===== src/rtl/rtc_xfer_pkg.sv =====
`timescale 1ns/1ps
package rtc_xfer_pkg;
  typedef struct packed {
    logic start;
    logic stop;
    logic rd;
    logic wr;
  } bus_ev_t;
endpackage


===== src/rtl/rtc_xfer_ptr.sv =====
`timescale 1ns/1ps
module rtc_xfer_ptr
  import rtc_xfer_pkg::*;
#(
  parameter int NUM_REGS = 16,
  parameter int NUM_CLK  = 8,
  localparam int AW = $clog2(NUM_REGS)
) (
  input  logic          clk_i,
  input  logic          rst_ni,
  input  bus_ev_t       ev_i,
  input  logic          ld_i,
  input  logic [AW-1:0] ld_addr_i,
  output logic [AW-1:0] ptr_o,
  output logic          in_clk_o,
  output logic          freeze_o
);
  localparam logic [AW-1:0] LAST = AW'(NUM_REGS - 1);
  localparam logic [AW-1:0] CLK_END = AW'(NUM_CLK);

  logic [AW-1:0] ptr_q;
  logic          rd_act_q;
  logic          step;

  assign step = ev_i.rd | ev_i.wr;

  always_ff @(posedge clk_i or negedge rst_ni) begin
    if (!rst_ni) begin
      ptr_q <= '0;
    end else if (ld_i) begin
      ptr_q <= ld_addr_i;
    end else if (step) begin
      ptr_q <= (ptr_q == LAST) ? '0 : ptr_q + 1'b1;
    end
  end

  // read phase: set by a read, dropped by stop or a new start
  always_ff @(posedge clk_i or negedge rst_ni) begin
    if (!rst_ni)        rd_act_q <= 1'b0;
    else if (ev_i.stop) rd_act_q <= 1'b0;
    else if (ev_i.rd)   rd_act_q <= 1'b1;
    else if (ev_i.start) rd_act_q <= 1'b0;
  end

  assign in_clk_o = (ptr_q < CLK_END);
  // the strobe cycle itself is held so the first byte matches the rest
  assign freeze_o = in_clk_o & (rd_act_q | ev_i.rd);
  assign ptr_o    = ptr_q;


  ptr_wrap_chk: assert property (@(posedge clk_i) disable iff (!rst_ni)
    (step && !ld_i && ptr_q == LAST) |=> (ptr_q == '0));


  ptr_inc_chk: assert property (@(posedge clk_i) disable iff (!rst_ni)
    (step && !ld_i && ptr_q != LAST) |=> (ptr_q == $past(ptr_q) + 1'b1));


  stop_release_chk: assert property (@(posedge clk_i) disable iff (!rst_ni)
    (ev_i.stop && !ev_i.rd) |=> !freeze_o || ev_i.rd);
endmodule


===== src/rtl/rtc_xfer_gate.sv =====
`timescale 1ns/1ps
module rtc_xfer_gate (
  input  logic clk_i,
  input  logic rst_ni,
  input  logic tick_i,
  input  logic freeze_i,
  input  logic pfail_i,
  input  logic halt_wr_i,
  input  logic halt_wd_i,
  output logic halt_o,
  output logic xfer_o,
  output logic xfer_live_o
);
  logic halt_q;
  logic pend_q;
  logic blocked;

  assign blocked = freeze_i | halt_q;

  always_ff @(posedge clk_i or negedge rst_ni) begin
    if (!rst_ni)        halt_q <= 1'b0;
    else if (pfail_i)   halt_q <= 1'b1;
    else if (halt_wr_i) halt_q <= halt_wd_i;
  end

  assign xfer_o      = (tick_i | pend_q) & ~blocked;
  assign xfer_live_o = tick_i;

  always_ff @(posedge clk_i or negedge rst_ni) begin
    if (!rst_ni)                 pend_q <= 1'b0;
    else if (tick_i && blocked)  pend_q <= 1'b1;
    else if (xfer_o)             pend_q <= 1'b0;
  end

  assign halt_o = halt_q;


  pfail_wins_chk: assert property (@(posedge clk_i) disable iff (!rst_ni)
    pfail_i |=> halt_q);


  pend_set_chk: assert property (@(posedge clk_i) disable iff (!rst_ni)
    (tick_i && blocked) |=> pend_q);


  pend_once_chk: assert property (@(posedge clk_i) disable iff (!rst_ni)
    xfer_o |=> !pend_q);


  halt_block_chk: assert property (@(posedge clk_i) disable iff (!rst_ni)
    ($past(halt_q) && halt_q) |-> !xfer_o);
endmodule


===== src/rtl/rtc_xfer_bank.sv =====
`timescale 1ns/1ps
module rtc_xfer_bank #(
  parameter int NUM_REGS = 16,
  parameter int NUM_CLK  = 8,
  parameter int DW       = 8,
  localparam int AW   = $clog2(NUM_REGS),
  localparam int CW   = NUM_CLK * DW,
  localparam int NAUX = NUM_REGS - NUM_CLK
) (
  input  logic          clk_i,
  input  logic          rst_ni,
  input  logic          tick_i,
  input  logic [CW-1:0] inc_i,
  input  logic          xfer_i,
  input  logic          xfer_live_i,
  input  logic          wr_i,
  input  logic [AW-1:0] addr_i,
  input  logic [DW-1:0] wr_data_i,
  output logic [DW-1:0] rd_byte_o,
  output logic [CW-1:0] int_o,
  output logic [CW-1:0] ext_o
);
  logic [DW-1:0] all_regs [NUM_REGS];
  logic          clk_wr;

  assign clk_wr = wr_i & (addr_i < AW'(NUM_CLK));

  for (genvar i = 0; i < NUM_CLK; i++) begin : g_clk
    logic [DW-1:0] int_q, ext_q, inc_b;
    logic          hit;
    assign inc_b = inc_i[i*DW +: DW];
    assign hit   = wr_i & (addr_i == AW'(i));

    always_ff @(posedge clk_i or negedge rst_ni) begin
      if (!rst_ni)     int_q <= '0;
      else if (hit)    int_q <= wr_data_i;
      else if (tick_i) int_q <= inc_b;
    end

    always_ff @(posedge clk_i or negedge rst_ni) begin
      if (!rst_ni)     ext_q <= '0;
      else if (hit)    ext_q <= wr_data_i;
      else if (xfer_i) ext_q <= xfer_live_i ? inc_b : int_q;
    end

    assign int_o[i*DW +: DW] = int_q;
    assign ext_o[i*DW +: DW] = ext_q;
    assign all_regs[i]       = ext_q;


    wr_both_chk: assert property (@(posedge clk_i) disable iff (!rst_ni)
      hit |=> (int_q == ext_q) && (ext_q == $past(wr_data_i)));
  end

  for (genvar j = 0; j < NAUX; j++) begin : g_aux
    logic [DW-1:0] aux_q;
    always_ff @(posedge clk_i or negedge rst_ni) begin
      if (!rst_ni) aux_q <= '0;
      else if (wr_i && addr_i == AW'(NUM_CLK + j)) aux_q <= wr_data_i;
    end
    assign all_regs[NUM_CLK + j] = aux_q;
  end

  assign rd_byte_o = all_regs[addr_i];


  ext_hold_chk: assert property (@(posedge clk_i) disable iff (!rst_ni)
    (!xfer_i && !clk_wr) |=> $stable(ext_o));


  xfer_match_chk: assert property (@(posedge clk_i) disable iff (!rst_ni)
    (xfer_i && !clk_wr) |=> (ext_o == int_o));
endmodule


===== src/rtl/rtc_xfer_top.sv =====
`timescale 1ns/1ps
module rtc_xfer_top
  import rtc_xfer_pkg::*;
#(
  parameter int NUM_CLK   = 8,
  parameter int NUM_REGS  = 16,
  parameter int DW        = 8,
  parameter int HALT_ADDR = 12,
  parameter int HALT_BIT  = 6,
  localparam int AW = $clog2(NUM_REGS),
  localparam int CW = NUM_CLK * DW
) (
  input  logic          clk_i,
  input  logic          rst_ni,
  input  logic          start_i,
  input  logic          stop_i,
  input  logic          ptr_load_i,
  input  logic [AW-1:0] ptr_addr_i,
  input  logic          wr_i,
  input  logic [DW-1:0] wr_data_i,
  input  logic          rd_i,
  output logic [DW-1:0] rd_data_o,
  output logic [AW-1:0] ptr_o,
  input  logic          tick_i,
  input  logic          pfail_i,
  input  logic [CW-1:0] int_inc_i,
  output logic [CW-1:0] int_o,
  output logic [CW-1:0] ext_o,
  output logic          halt_o
);
  bus_ev_t       ev;
  logic [AW-1:0] ptr;
  logic          in_clk, freeze;
  logic          halt, xfer, xfer_live, halt_wr;
  logic [DW-1:0] rd_byte;

  assign ev = '{start: start_i, stop: stop_i, rd: rd_i, wr: wr_i};

  rtc_xfer_ptr #(.NUM_REGS(NUM_REGS), .NUM_CLK(NUM_CLK)) u_ptr (
    .clk_i, .rst_ni, .ev_i(ev), .ld_i(ptr_load_i), .ld_addr_i(ptr_addr_i),
    .ptr_o(ptr), .in_clk_o(in_clk), .freeze_o(freeze)
  );

  assign halt_wr = wr_i & (ptr == AW'(HALT_ADDR));

  rtc_xfer_gate u_gate (
    .clk_i, .rst_ni, .tick_i, .freeze_i(freeze), .pfail_i,
    .halt_wr_i(halt_wr), .halt_wd_i(wr_data_i[HALT_BIT]),
    .halt_o(halt), .xfer_o(xfer), .xfer_live_o(xfer_live)
  );

  rtc_xfer_bank #(.NUM_REGS(NUM_REGS), .NUM_CLK(NUM_CLK), .DW(DW)) u_bank (
    .clk_i, .rst_ni, .tick_i, .inc_i(int_inc_i), .xfer_i(xfer),
    .xfer_live_i(xfer_live), .wr_i, .addr_i(ptr), .wr_data_i,
    .rd_byte_o(rd_byte), .int_o, .ext_o
  );

  always_comb begin
    rd_data_o = rd_byte;
    if (ptr == AW'(HALT_ADDR)) rd_data_o[HALT_BIT] = halt;
  end

  assign ptr_o  = ptr;
  assign halt_o = halt;


  aux_read_free_chk: assert property (@(posedge clk_i) disable iff (!rst_ni)
    (rd_i && !in_clk && !halt && tick_i && !(wr_i)) |=> (ext_o == int_o));
endmodule


===== config.mk =====
export PLATFORM = sky130hd
export DESIGN_NAME = rtc_xfer_top
export DESIGN_NICKNAME = d
export VERILOG_FILES = /design/src/rtl/rtc_xfer_pkg.sv /design/src/rtl/rtc_xfer_ptr.sv /design/src/rtl/rtc_xfer_gate.sv /design/src/rtl/rtc_xfer_bank.sv /design/src/rtl/rtc_xfer_top.sv
export SDC_FILE = /design/constraint.sdc
export NUM_CORES = 1
export LEC_CHECK = 0
export BUFFER_PORTS_ARGS = -buffer_cell sky130_fd_sc_hd__buf_2
export CORE_ASPECT_RATIO = 2
export CORE_UTILIZATION = 50
export CTS_BUF_LIST = sky130_fd_sc_hd__clkbuf_8
export CTS_CLUSTER_DIAMETER = 120
export DETAILED_ROUTE_END_ITERATION = 16
export PLACE_DENSITY = 0.74
export RECOVER_POWER = 25
export SLEW_MARGIN = 30
export SYNTH_ARGS = -nofsm -noshare
export SYNTH_HDL_FRONTEND = slang
export SYNTH_HIERARCHICAL = 1
export SYNTH_SLANG_ARGS = --single-unit

===== constraint.sdc =====
create_clock -name clk_i -period 5.1 [get_ports clk_i]
set_clock_uncertainty 0.15 [all_clocks]
set_input_delay 0.255 -clock clk_i [delete_from_list [all_inputs] [get_ports clk_i]]
set_output_delay 0.255 -clock clk_i [all_outputs]
set_load 0.01 [all_outputs]

Word-level counts from Yosys, hierarchy flattened
Index checks and enable logic that the tools add are counted.
{"block": "classes", "bitwise": 17, "add_sub_neg": 1, "eq_ne": 15, "n_lt_le_gt_ge": 2, "reduce_logical": 22, "n_mux": 46}
{"op": "2-to-1 mux 8 bit", "count": 34}
{"op": "binary-select mux 8 bit (select 4 bit)", "count": 1}
{"op": "equality test 4 bit, second input constant", "count": 8}
{"op": "nonzero test 2 bit", "count": 11}
{"op": "equality test 4 x 3 -> 1 bit, second input constant", "count": 4}
{"op": "2-to-1 mux 4 bit", "count": 3}
{"op": "bitwise AND 1 bit", "count": 11}
{"op": "logical AND 1 bit", "count": 9}
{"op": "equality test 4 x 2 -> 1 bit, second input constant", "count": 2}
{"op": "2-to-1 mux 1 bit", "count": 8}
{"op": ">= comparator 5 bit, second input constant", "count": 1}
{"op": "inverter 4 -> 5 bit", "count": 1}
{"op": "adder 4 x 1 -> 4 bit, second input constant", "count": 1}
{"op": "equality test 4 x 1 -> 1 bit, second input constant", "count": 1}
{"op": "zero test 4 bit", "count": 1}
{"op": "less-than comparator 4 bit, second input constant", "count": 1}
{"op": "OR 1 bit", "count": 4}
{"op": "nonzero test 3 bit", "count": 1}
{"op": "inverter 1 bit", "count": 1}
{"block": "word_totals", "register_bits": 199, "output_inout_bits": 141}

Depth between registers and ports, before layout
Gate-level depths: netlist (run 1).
{"block": "depth", "ltp_word": 7, "depth_mapped": 7, "mapped_depth_nobuf": 5}

By module
The synthesis (run 1) kept the hierarchy.
{"mod": "rtc_xfer_bank", "area_per_inst_um2": 10029.6, "instances": 1, "cells_each": 792}
{"mod": "rtc_xfer_ptr", "area_per_inst_um2": 295.3, "instances": 1, "cells_each": 32}
{"mod": "rtc_xfer_gate", "area_per_inst_um2": 88.8, "instances": 1, "cells_each": 9}
{"mod": "rtc_xfer_top", "area_per_inst_um2": 35.0, "instances": 1, "cells_each": 3}

Least setup slack after synthesis (run 1)
No wires, ideal clock.
{"block": "synth_timing", "kind": "reg-to-output", "from": "register u_ptr.ptr_q[0] (netlist: u_ptr/ptr_o[0])", "to": "output port rd_data_o[6]", "n_path_buf": 2, "stages_incl_launch_ff": 7, "t_arrival_ns": 1.932, "setup_slack_ns": 2.763, "path_cell_list": "dfrtp_1 -> buf_8 -> buf_4 -> mux4_2 -> a22oi_1 -> nand2_1 -> mux2_4"}
{"block": "synth_between", "elab_chain_len": 5}
{"element": "from (decl)", "line_no": "rtc_xfer_ptr.sv:21", "text": "logic [AW-1:0] ptr_q;"}
{"element": "from (signal assigned)", "line_no": "rtc_xfer_ptr.sv:31", "text": "ptr_q <= ld_addr_i;"}
{"element": "from (signal assigned)", "line_no": "rtc_xfer_ptr.sv:33", "text": "ptr_q <= (ptr_q == LAST) ? '0 : ptr_q + 1'b1;"}
{"element": "inverter 4 -> 5 bit (not written as such)", "line_no": "rtc_xfer_bank.sv:64", "text": "assign rd_byte_o = all_regs[addr_i];"}
{"element": "binary-select mux 8 bit (select 4 bit)", "line_no": "rtc_xfer_bank.sv:64"}
{"element": "2-to-1 mux 8 bit (not written as such) (2 in a row)", "line_no": "rtc_xfer_bank.sv:64"}
{"element": "net rd_byte[6]", "line_no": "rtc_xfer_top.sv:35", "text": "logic [DW-1:0] rd_byte;"}
{"element": "2-to-1 mux 1 bit", "line_no": "rtc_xfer_top.sv:60", "text": "if (ptr == AW'(HALT_ADDR)) rd_data_o[HALT_BIT] = halt;"}
{"element": "to (decl)", "line_no": "rtc_xfer_top.sv:22", "text": "output logic [DW-1:0] rd_data_o,"}
The timed path passes the listed nets, and every way through them passes these cells. The select of a mux whose other input is x is not followed.

Final worst setup path (run 1)
Same ends and word-level chain as after synthesis.

==> results.sh, run 1 <==
export IMPL_r2r_cells=4
export IMPL_comb_power_share=0.349
export IMPL_grt_pass1_wl_um=47200
export IMPL_critPathKind="reg2out"
export IMPL_yosysWarnings=6
export IMPL_worstMarginPinSlew_ps=3230
export IMPL_setup_tns_final_ps=0
export IMPL_p_leak_nw=5.63
export IMPL_ios=226
export IMPL_crit_family="flip-flops"
export IMPL_layout_cells_non_filler=1380
export IMPL_antennaDiodeCount=0
export IMPL_clock_latency_ps=490
export IMPL_syn_nets=921
export IMPL_holdPathEnd="u_gate/pend_q"
export IMPL_hpwl_um=20800
export IMPL_rr_endpoint="u_bank/g_clk[7].int_q[3]"
export IMPL_vias=8302
export IMPL_antenna_found_initial=0
export IMPL_worstPathRequired_ps=4700
export IMPL_grt_overflow=0
export IMPL_max_freq_mhz=279
export IMPL_die_width_um=104
export IMPL_vdd_drop_max_mv=0.271
export IMPL_root_buffer="clkbuf_8"
export IMPL_seq_power_share=0.465
export IMPL_cts_resized=0
export IMPL_status="finished, violations left"
export IMPL_tritoncts="done"
export IMPL_path_depth=6
export IMPL_first_global_vias=8544
export IMPL_die_h_um=206
export IMPL_grt_usage=0.290
export IMPL_grt_max_degree=129
export IMPL_dp_cells=1268
export IMPL_syn_inst=835
export IMPL_max_stage_delay_ps=890
export IMPL_syn_area_mm2=0.0104
export IMPL_powerDensity_mw_per_mm2=453
export IMPL_start_util=0.510
export IMPL_areaGrowthSynthToFinish_pct=22.9
export IMPL_fin_nets=1187
export IMPL_finalHoldViolations=0
export IMPL_drc=0
export IMPL_drt_initial_drc_count=568
export IMPL_port_buffers=225
export IMPL_n_fill_cell=1614
export IMPL_first_pass_iters=6
export IMPL_multi_input_area_mm2=0.00509
export IMPL_row_count=74
export IMPL_r2r_setup_slack_ps=2010
export IMPL_core_mm2=0.0205
export IMPL_min_path_type="in2reg"
export IMPL_cp_max_fo=24
export IMPL_rsz0062_at_grt="false"
export IMPL_syn_area_per_cell_um2=12.5
export IMPL_htree_levels=4
export IMPL_drt_total_wl_um=30500
export IMPL_r2r_start="u_ptr/ptr_o[1]"
export IMPL_viasPerCell=6.02
export IMPL_ctsLongestPathBuffers=2
export IMPL_slew_violations=129
export IMPL_antenna_left=0
export IMPL_setup_violations=0
export IMPL_power_internal_w=0.00372
export IMPL_path_buf_inv=2
export IMPL_setup_worst_path_start_class="flip-flop"
export IMPL_clockPowerShare=0.186
export IMPL_cap_violations=1
export IMPL_die_area_mm2=0.0215
export IMPL_crit_path_top_delay_cell="dfrtp_2"
export IMPL_cp_arrival_ps=3180
export IMPL_fin_crit_ps=3580
export IMPL_p_sw_frac=0.362
export IMPL_power_switching_w=0.00211
export IMPL_cts_reportedPaths_clkPinSlew_ps=110
export IMPL_hold_depth=5
export IMPL_crit_path_end_kind="output pin"
export IMPL_clkSinkCount=199
export IMPL_min_period_over_period=0.703
export IMPL_drive_gt1_frac=0.395
export IMPL_worstPathCellList="buf_4, mux4_2, a22oi_1, nand2_1, mux2_4, buf_2"
export IMPL_seq_area_mm2=0.00498
export IMPL_violations="max-capacitance violations, max-slew violations"
export IMPL_gp_congestion=0.840
export IMPL_wire_per_inst_um=22.1
export IMPL_hold_start="rd_i"
export IMPL_maxSlewHeadroom=-1.15
export IMPL_cts_made_buffers=17
[registers in the layout, indices dropped and copies added, names as in the netlist]
register,cells
u_bank/g_aux.aux_q,64
u_bank/g_clk.ext_q,64
u_bank/g_clk.int_q,64
u_gate/halt_o,1
u_gate/pend_q,1
u_ptr/ptr_o,4
u_ptr/rd_act_q,1
[power by group through the flow]
stage                     registers, W  logic, W  clock network (W)
after detailed placement       0.00273   0.00196                  0
final                          0.00271   0.00203            0.00108
after CTS                      0.00270   0.00202            0.00111
after floorplan                0.00264   0.00111                  0
after global routing           0.00276   0.00219            0.00117
after global placement         0.00271   0.00191                  0
[area by class of cell]
| cell class | count | area share |
|---|---|---|
| inverter | 2 | 0.000585 |
| clock buffer | 18 | 0.0193 |
| multi-input combinational | 567 | 0.396 |
| clock inverter | 14 | 0.0137 |
| tap | 266 | 0.0259 |
| sequential | 199 | 0.388 |
| timing repair buffer | 314 | 0.156 |
[tightest hold or removal path: stages]
cell	delay (ps)
buf_2	140
nor2_1	110
nor2_1	70
nor2_1	80
nor2_1	40
[layout by cell type, fill, tap and decap left out, types with 3 or more instances in the layout]
master / count
clkbuf_1: 6
nand3_1: 65
nor3b_4: 4
dfrtp_1: 197
o21ai_1: 4
bufinv_16: 3
mux2_4: 9
mux2i_1: 129
mux4_2: 32
clkinv_4: 3
o21ai_0: 128
buf_4: 8
clkbuf_8: 18
and2_1: 3
nand2_1: 13
buf_2: 217
inv_1: 4
nor2_1: 7
dlygate4sd3_1: 80
nor2b_1: 6
a22oi_1: 17
and2_0: 6
mux2_2: 120
[layer usage]
| metal | share of wire | track usage | vias to the layer above |
|---|---|---|---|
| li1 | - | - | 3639 |
| met1 | 0.37 | 0.329 | 4166 |
| met2 | 0.52 | 0.503 | 386 |
| met3 | 0.052 | 0.0473 | 111 |
| met4 | 0.063 | 0.195 | 0 |
| met5 | 0 | 0 | - |
[how the worst max path moves through the flow]
stage	startpoint	endpoint	slack [ps]
3_5_place_dp	u_ptr/ptr_o[0]	rd_data_o[6]	2020
5_1_grt	rst_ni	u_bank/g_clk[0].int_q[5]	1010
3_3_place_gp	u_ptr/ptr_o[0]	rd_data_o[6]	2030
4_1_cts	u_ptr/ptr_o[0]	rd_data_o[6]	1450
2_1_floorplan	u_ptr/ptr_o[0]	rd_data_o[6]	2760
6_report	u_ptr/ptr_o[0]	rd_data_o[6]	1520
[timing repair]
action | CTS | global route
hold endpoints to repair | 196 | 0
buffers inserted | 0 | 0
hold buffers | 80 | 0
[per-stage QoR]
step           total power (W)  instance area [µm²]  setup slack [ps]   util  hold slack [ps]
2_1_floorplan          0.00376                10400              2760      -             -191
3_3_place_gp           0.00462                11600              2030  0.568              255
4_1_cts                0.00583                12900              1450  0.629             64.5
5_1_grt                0.00612                12800              1010  0.628              104
3_5_place_dp           0.00469                11600              2020  0.569              141
6_report               0.00582                12800              1520  0.628              102
Power figures use the tool's default switching activity.
==> run 2: changes to the inputs <==
- clock period: 5.1 -> 3.65 ns (I/O delays scaled with it)
==> results.sh, run 2 (synthesis gave the netlist of run 1 again) <==
export IMPL_gp_congestion=0.902
export IMPL_layout_core_utilization=0.634
export IMPL_slew_violations=37
export IMPL_setup_worst_path_start_class="flip-flop"
export IMPL_core_mm2=0.0205
export IMPL_grt_pass1_wl_um=46900
export IMPL_row_count=74
export IMPL_cp_max_fo=34
export IMPL_finalHoldViolations=0
export IMPL_tritoncts="done"
export IMPL_final_common_cell="buf_2"
export IMPL_setup_tns_final_ps=0
export IMPL_cts_made_buffers=17
export IMPL_crit_path_top_delay_cell="dfrtp_4"
export IMPL_viasPerCell=5.94
export IMPL_antenna_found_initial=1
export IMPL_first_pass_iters=5
export IMPL_n_fill_cell=1614
export IMPL_die_area_mm2=0.0215
export IMPL_die_width_um=104
export IMPL_drt_initial_drc_count=621
export IMPL_clkSinkCount=199
export IMPL_hpwl_um=21300
export IMPL_max_stage_delay_ps=820
export IMPL_port_buffers=225
export IMPL_rr_endpoint="u_bank/g_clk[2].int_q[6]"
export IMPL_r2r_cells=4
export IMPL_status="finished, violations left"
export IMPL_dp_cells=1272
export IMPL_critPathLaunch="u_ptr/ptr_o[0]"
export IMPL_grt_overflow=0
export IMPL_rsz0062_at_grt="false"
export IMPL_seq_area_mm2=0.00498
export IMPL_wire_per_inst_um=21.9
export IMPL_setup_violations=0
export IMPL_antenna_left=0
export IMPL_areaGrowthSynthToFinish_pct=24.2
export IMPL_min_period_over_period=0.834
export IMPL_drive_gt1_frac=0.395
export IMPL_worstMarginPinSlew_ps=1950
export IMPL_min_path_type="in2reg"
export IMPL_postCtsHoldBufs=91
export IMPL_postCtsSetupBuffers=0
export IMPL_max_freq_mhz=329
export IMPL_placed_area_mm2=0.0117
export IMPL_violations="max-capacitance violations, max-slew violations"
export IMPL_critPathKind="reg2out"
export IMPL_htree_levels=4
export IMPL_r2r_setup_slack_ps=610
export IMPL_start_util=0.510
export IMPL_powerDensity_mw_per_mm2=619
export IMPL_maxSlewHeadroom=-0.302
export IMPL_worstPathRequired_ps=3320
export IMPL_die_h_um=206
export IMPL_crit_path_end_kind="output pin"
export IMPL_cts_resized=0
export IMPL_fin_area_mm2=0.0130
export IMPL_first_global_vias=8323
export IMPL_grt_usage=0.290
export IMPL_ctsLongestPathBuffers=2
export IMPL_r2r_start="u_ptr/ptr_o[1]"
export IMPL_cts_reportedPaths_clkPinSlew_ps=110
export IMPL_multi_input_area_mm2=0.00509
export IMPL_drt_total_wl_um=30600
export IMPL_cap_violations=1
export IMPL_vdd_drop_max_mv=0.293
export IMPL_drc=0
export IMPL_ios=226
export IMPL_fin_crit_ps=3040
export IMPL_vias=8288
export IMPL_cp_endpoint="rd_data_o[6]"
export IMPL_cp_arrival_ps=2710
export IMPL_fin_nets=1202
export IMPL_worstPathCellList="mux4_2, a22oi_1, nand2_1, mux2_4, buf_2"
export IMPL_final_cell_mix="218 x buf_2, 197 x dfrtp_1, 129 x mux2i_1"
export IMPL_root_buffer="clkbuf_8"
export IMPL_reg_largest_list="u_bank/g_aux.aux_q: 64 flops, u_bank/g_clk.ext_q: 64 flops, u_bank/g_clk.int_q: 64 flops"
export IMPL_p_leak_nw=5.68
export IMPL_clock_latency_ps=500
export IMPL_layout_cells_non_filler=1396
export IMPL_totalPowerFinal_w=0.00802
export IMPL_grt_max_degree=103
## run 2: cell count changes in the layout (fill, tap and decap cells not counted), sizes merged
cell         delta
buf             +4
bufinv          -3
clkbuf          +3
clkinv          -2
clkinvlp        +3
diode           +1
dlygate4sd3    +11
inv             -1
## run 2: report_power, final
group,internal [W],switching [W],leakage [nW]
logic,0.00150,0.00136,3.09
registers,0.00301,0.000782,2.40
clock network,0.000554,0.000814,0.184
## run 2: metal layers
layer  up-vias  global-route usage  wire length (µm)
met5         -                   0                 0
met4         0               0.178              1650
met3        72              0.0423              1350
met2       340               0.512             16200
met1      4208               0.331             11400
li1       3668                   -                 -
## run 2: layout make-up
type	instances	share of cell area
antenna	1	0.000193
clock buffer	21	0.0223
clock inverter	11	0.00666
inverter	2	0.000579
multi-input combinational	567	0.392
sequential	199	0.384
tap	266	0.0257
timing repair buffer	329	0.168
## run 2: worst max-delay path: cells and delay by family, from the launching register on
family	cells	cell delay [ps]
multiplexers	2	870
flip-flops	1	820
AO/OA/AOI/OAI	1	230
AND/OR/NAND/NOR	1	130
buffers and inverters	1	140
## run 2: worst min path at each step
stage / start / endpoint / slack, ps / cells after the start
final: wr_data_i[2] / u_bank/g_clk[3].int_q[2] / 30 / 3
after global routing: wr_data_i[2] / u_bank/g_clk[5].ext_q[2] / 20 / 3
after CTS: wr_data_i[2] / u_bank/g_clk[3].int_q[2] / 8 / 3
after detailed placement: rst_ni / u_bank/g_clk[2].int_q[0] / 70 / 1
after global placement: rst_ni / u_bank/g_clk[2].int_q[0] / 60 / 1
after floorplan: rst_ni / u_bank/g_aux[0].aux_q[0] / -260 / 0
## run 2: stage by stage
stage	hold slack [ps]	worst slack (ps)
after floorplan	-263	1390
after global placement	59.5	884
after detailed placement	65.3	872
after CTS	7.77	326
after global routing	24.1	324
final	30.6	608
==> run 3: changes to the inputs <==
- ABC_AREA: default -> 1
- clock period: 3.65 -> 3.16 ns (I/O delays scaled with it)
==> results.sh, run 3 <==
export IMPL_drive_gt1_frac=0.201
export IMPL_cts_made_buffers=17
export IMPL_holdWs_ps=82.6
export IMPL_syn_area_mm2=0.0104
export IMPL_place_ws_ps=822
export IMPL_antennaDiodeCount=0
export IMPL_min_period_over_period=0.935
export IMPL_gp_congestion=0.919
export IMPL_worstPathRequired_ps=3400
export IMPL_max_stage_delay_ps=580
export IMPL_crit_path_end_kind="flip-flop"
export IMPL_reg_largest_list="u_bank/g_aux.aux_q: 64 flops, u_bank/g_clk.ext_q: 64 flops, u_bank/g_clk.int_q: 64 flops"
export IMPL_syn_inst=1426
export IMPL_finalWorstSetupSlack_ps=205
export IMPL_cts_reportedPaths_clkPinSlew_ps=110
export IMPL_clock_latency_ps=500
export IMPL_seq_area_mm2=0.00498
export IMPL_antenna_found_initial=0
export IMPL_rsz0062_at_grt="false"
export IMPL_dr_wl_met3_um=2690
export IMPL_clkSinkCount=199
export IMPL_setup_violations=0
export IMPL_grt_usage=0.353
export IMPL_drt_initial_drc_count=865
export IMPL_drc=0
export IMPL_p_leak_nw=7.22
export IMPL_slew_violations=93
export IMPL_finalHoldViolations=0
export IMPL_viasPerCell=5.52
export IMPL_r2r_start="u_ptr/ptr_o[0]"
export IMPL_top_layer_used="met4"
export IMPL_r2r_cells=8
export IMPL_vias=11300
export IMPL_grt_overflow=0
export IMPL_maxSlewHeadroom=-0.704
export IMPL_worstMarginPinSlew_ps=2560
export IMPL_htree_levels=4
export IMPL_rr_endpoint="u_bank/g_clk[6].int_q[2]"
export IMPL_worstPathCellList="inv_2, nand3_2, nor2_1, buf_4, nor2_1, nand2_1, nand3_1, dlygate4sd3_1"
export IMPL_cp_endpoint="u_bank/g_clk[6].int_q[2]"
export IMPL_tritoncts="done"
export IMPL_vdd_drop_max_mv=0.379
export IMPL_root_buffer="clkbuf_8"
export IMPL_areaGrowthSynthToFinish_pct=30.5
export IMPL_postCtsSetupBuffers=0
export IMPL_fin_crit_ps=2960
export IMPL_port_buffers=225
export IMPL_grt_max_degree=124
export IMPL_power_internal_w=0.00553
export IMPL_syn_nets=1512
export IMPL_crit_top_cell="nor2_1"
export IMPL_wire_per_inst_um=18.4
export IMPL_setup_worst_path_start_class="flip-flop"
export IMPL_start_util=0.510
export IMPL_wl_met1_um=12900
export IMPL_p_sw_frac=0.413
export IMPL_grt_pass1_wl_um=57900
export IMPL_multi_input_area_mm2=0.00493
export IMPL_die_h_um=206
export IMPL_drt_total_wl_um=37800
export IMPL_seq_power_share=0.457
export IMPL_ctsLongestPathBuffers=2
export IMPL_hpwl_um=24800
export IMPL_cap_violations=1
export IMPL_powerDensity_mw_per_mm2=693
export IMPL_core_mm2=0.0205
export IMPL_final_cell_mix="711 x nand2_1, 221 x buf_2, 197 x dfrtp_1"
export IMPL_cp_max_fo=36
export IMPL_first_pass_iters=6
export IMPL_status="finished, violations left"
export IMPL_fin_nets=1856
export IMPL_cp_arrival_ps=3190
export IMPL_r2r_setup_slack_ps=200
export IMPL_placed_area_mm2=0.0118
export IMPL_critPathKind="reg2reg"
export IMPL_first_global_vias=11100
export IMPL_final_common_cell="nand2_1"
export IMPL_critPathLaunch="u_ptr/ptr_o[0]"
export IMPL_antenna_left=0
export IMPL_setup_tns_final_ps=0
export IMPL_violations="max-capacitance violations, max-slew violations"
export IMPL_row_count=74
export IMPL_yosysWarnings=6
export IMPL_syn_area_per_cell_um2=7.32
export IMPL_ios=226
export IMPL_min_path_type="in2reg"
export IMPL_crit_path_top_delay_cell="dlygate4sd3_1"
export IMPL_comb_power_share=0.376
export IMPL_n_fill_cell=1710
export IMPL_die_area_mm2=0.0215
export IMPL_clockPowerShare=0.167
export IMPL_max_freq_mhz=338
export IMPL_wl_met2_um=19400
export IMPL_fin_area_mm2=0.0136
export IMPL_power_switching_w=0.00390
export IMPL_die_width_um=104
## run 3: area by class of cell
class	instances	share of cell area
clock inverters	14	0.00846
multi-input cells	1101	0.362
repair buffers	386	0.203
flip-flops and latches	199	0.366
clock buffers	18	0.0182
well taps	266	0.0244
inverters	65	0.0179
## run 3: worst min-delay path by stage
stage                           from                       end  cells past startpoint
after floorplan               rst_ni  u_bank/g_aux[0].aux_q[0]                      0
after global placement        rst_ni  u_bank/g_clk[2].int_q[0]                      1
after detailed placement      rst_ni  u_bank/g_clk[2].int_q[0]                      1
after CTS                 ptr_load_i            u_ptr/ptr_o[0]                      6
after global routing      ptr_load_i            u_ptr/ptr_o[0]                      6
final                     ptr_load_i            u_ptr/ptr_o[0]                      6
## run 3: metal layers
layer,GRT usage,vias to the layer above
li1,-,5196
met1,0.379,5266
met2,0.620,653
met3,0.0713,192
met4,0.250,0
met5,0,-
## run 3: critical path: cells and delay by family (launching register included)
kind | cells | cell delay [ps]
buffers and inverters | 3 | 1320
DFF | 1 | 440
and+or+nand+nor | 5 | 910
## run 3: timing repair
action / 4_1_cts / 5_1_grt
resized for setup: 0 / 2
endpoints found under the hold margin: 226 / 0
endpoints found under the setup margin: 0 / 1
hold buffers: 145 / 0
## run 3: power groups by stage
stage | logic, W | registers, W | clock network, W
final | 0.00354 | 0.00431 | 0.00158
after global routing | 0.00392 | 0.00438 | 0.00169
after CTS | 0.00346 | 0.00427 | 0.00160
after detailed placement | 0.00323 | 0.00431 | 0
after global placement | 0.00316 | 0.00430 | 0
after floorplan | 0.00180 | 0.00428 | 0
## run 3: stage by stage
stage	std cells	total power [W]	utilization
finish	2049	0.00943	0.665
global route	2049	0.00999	0.665
CTS	2049	0.00932	0.666
detailed placement	1872	0.00754	0.577
global placement	1872	0.00746	0.577
floorplan	1426	0.00607	-
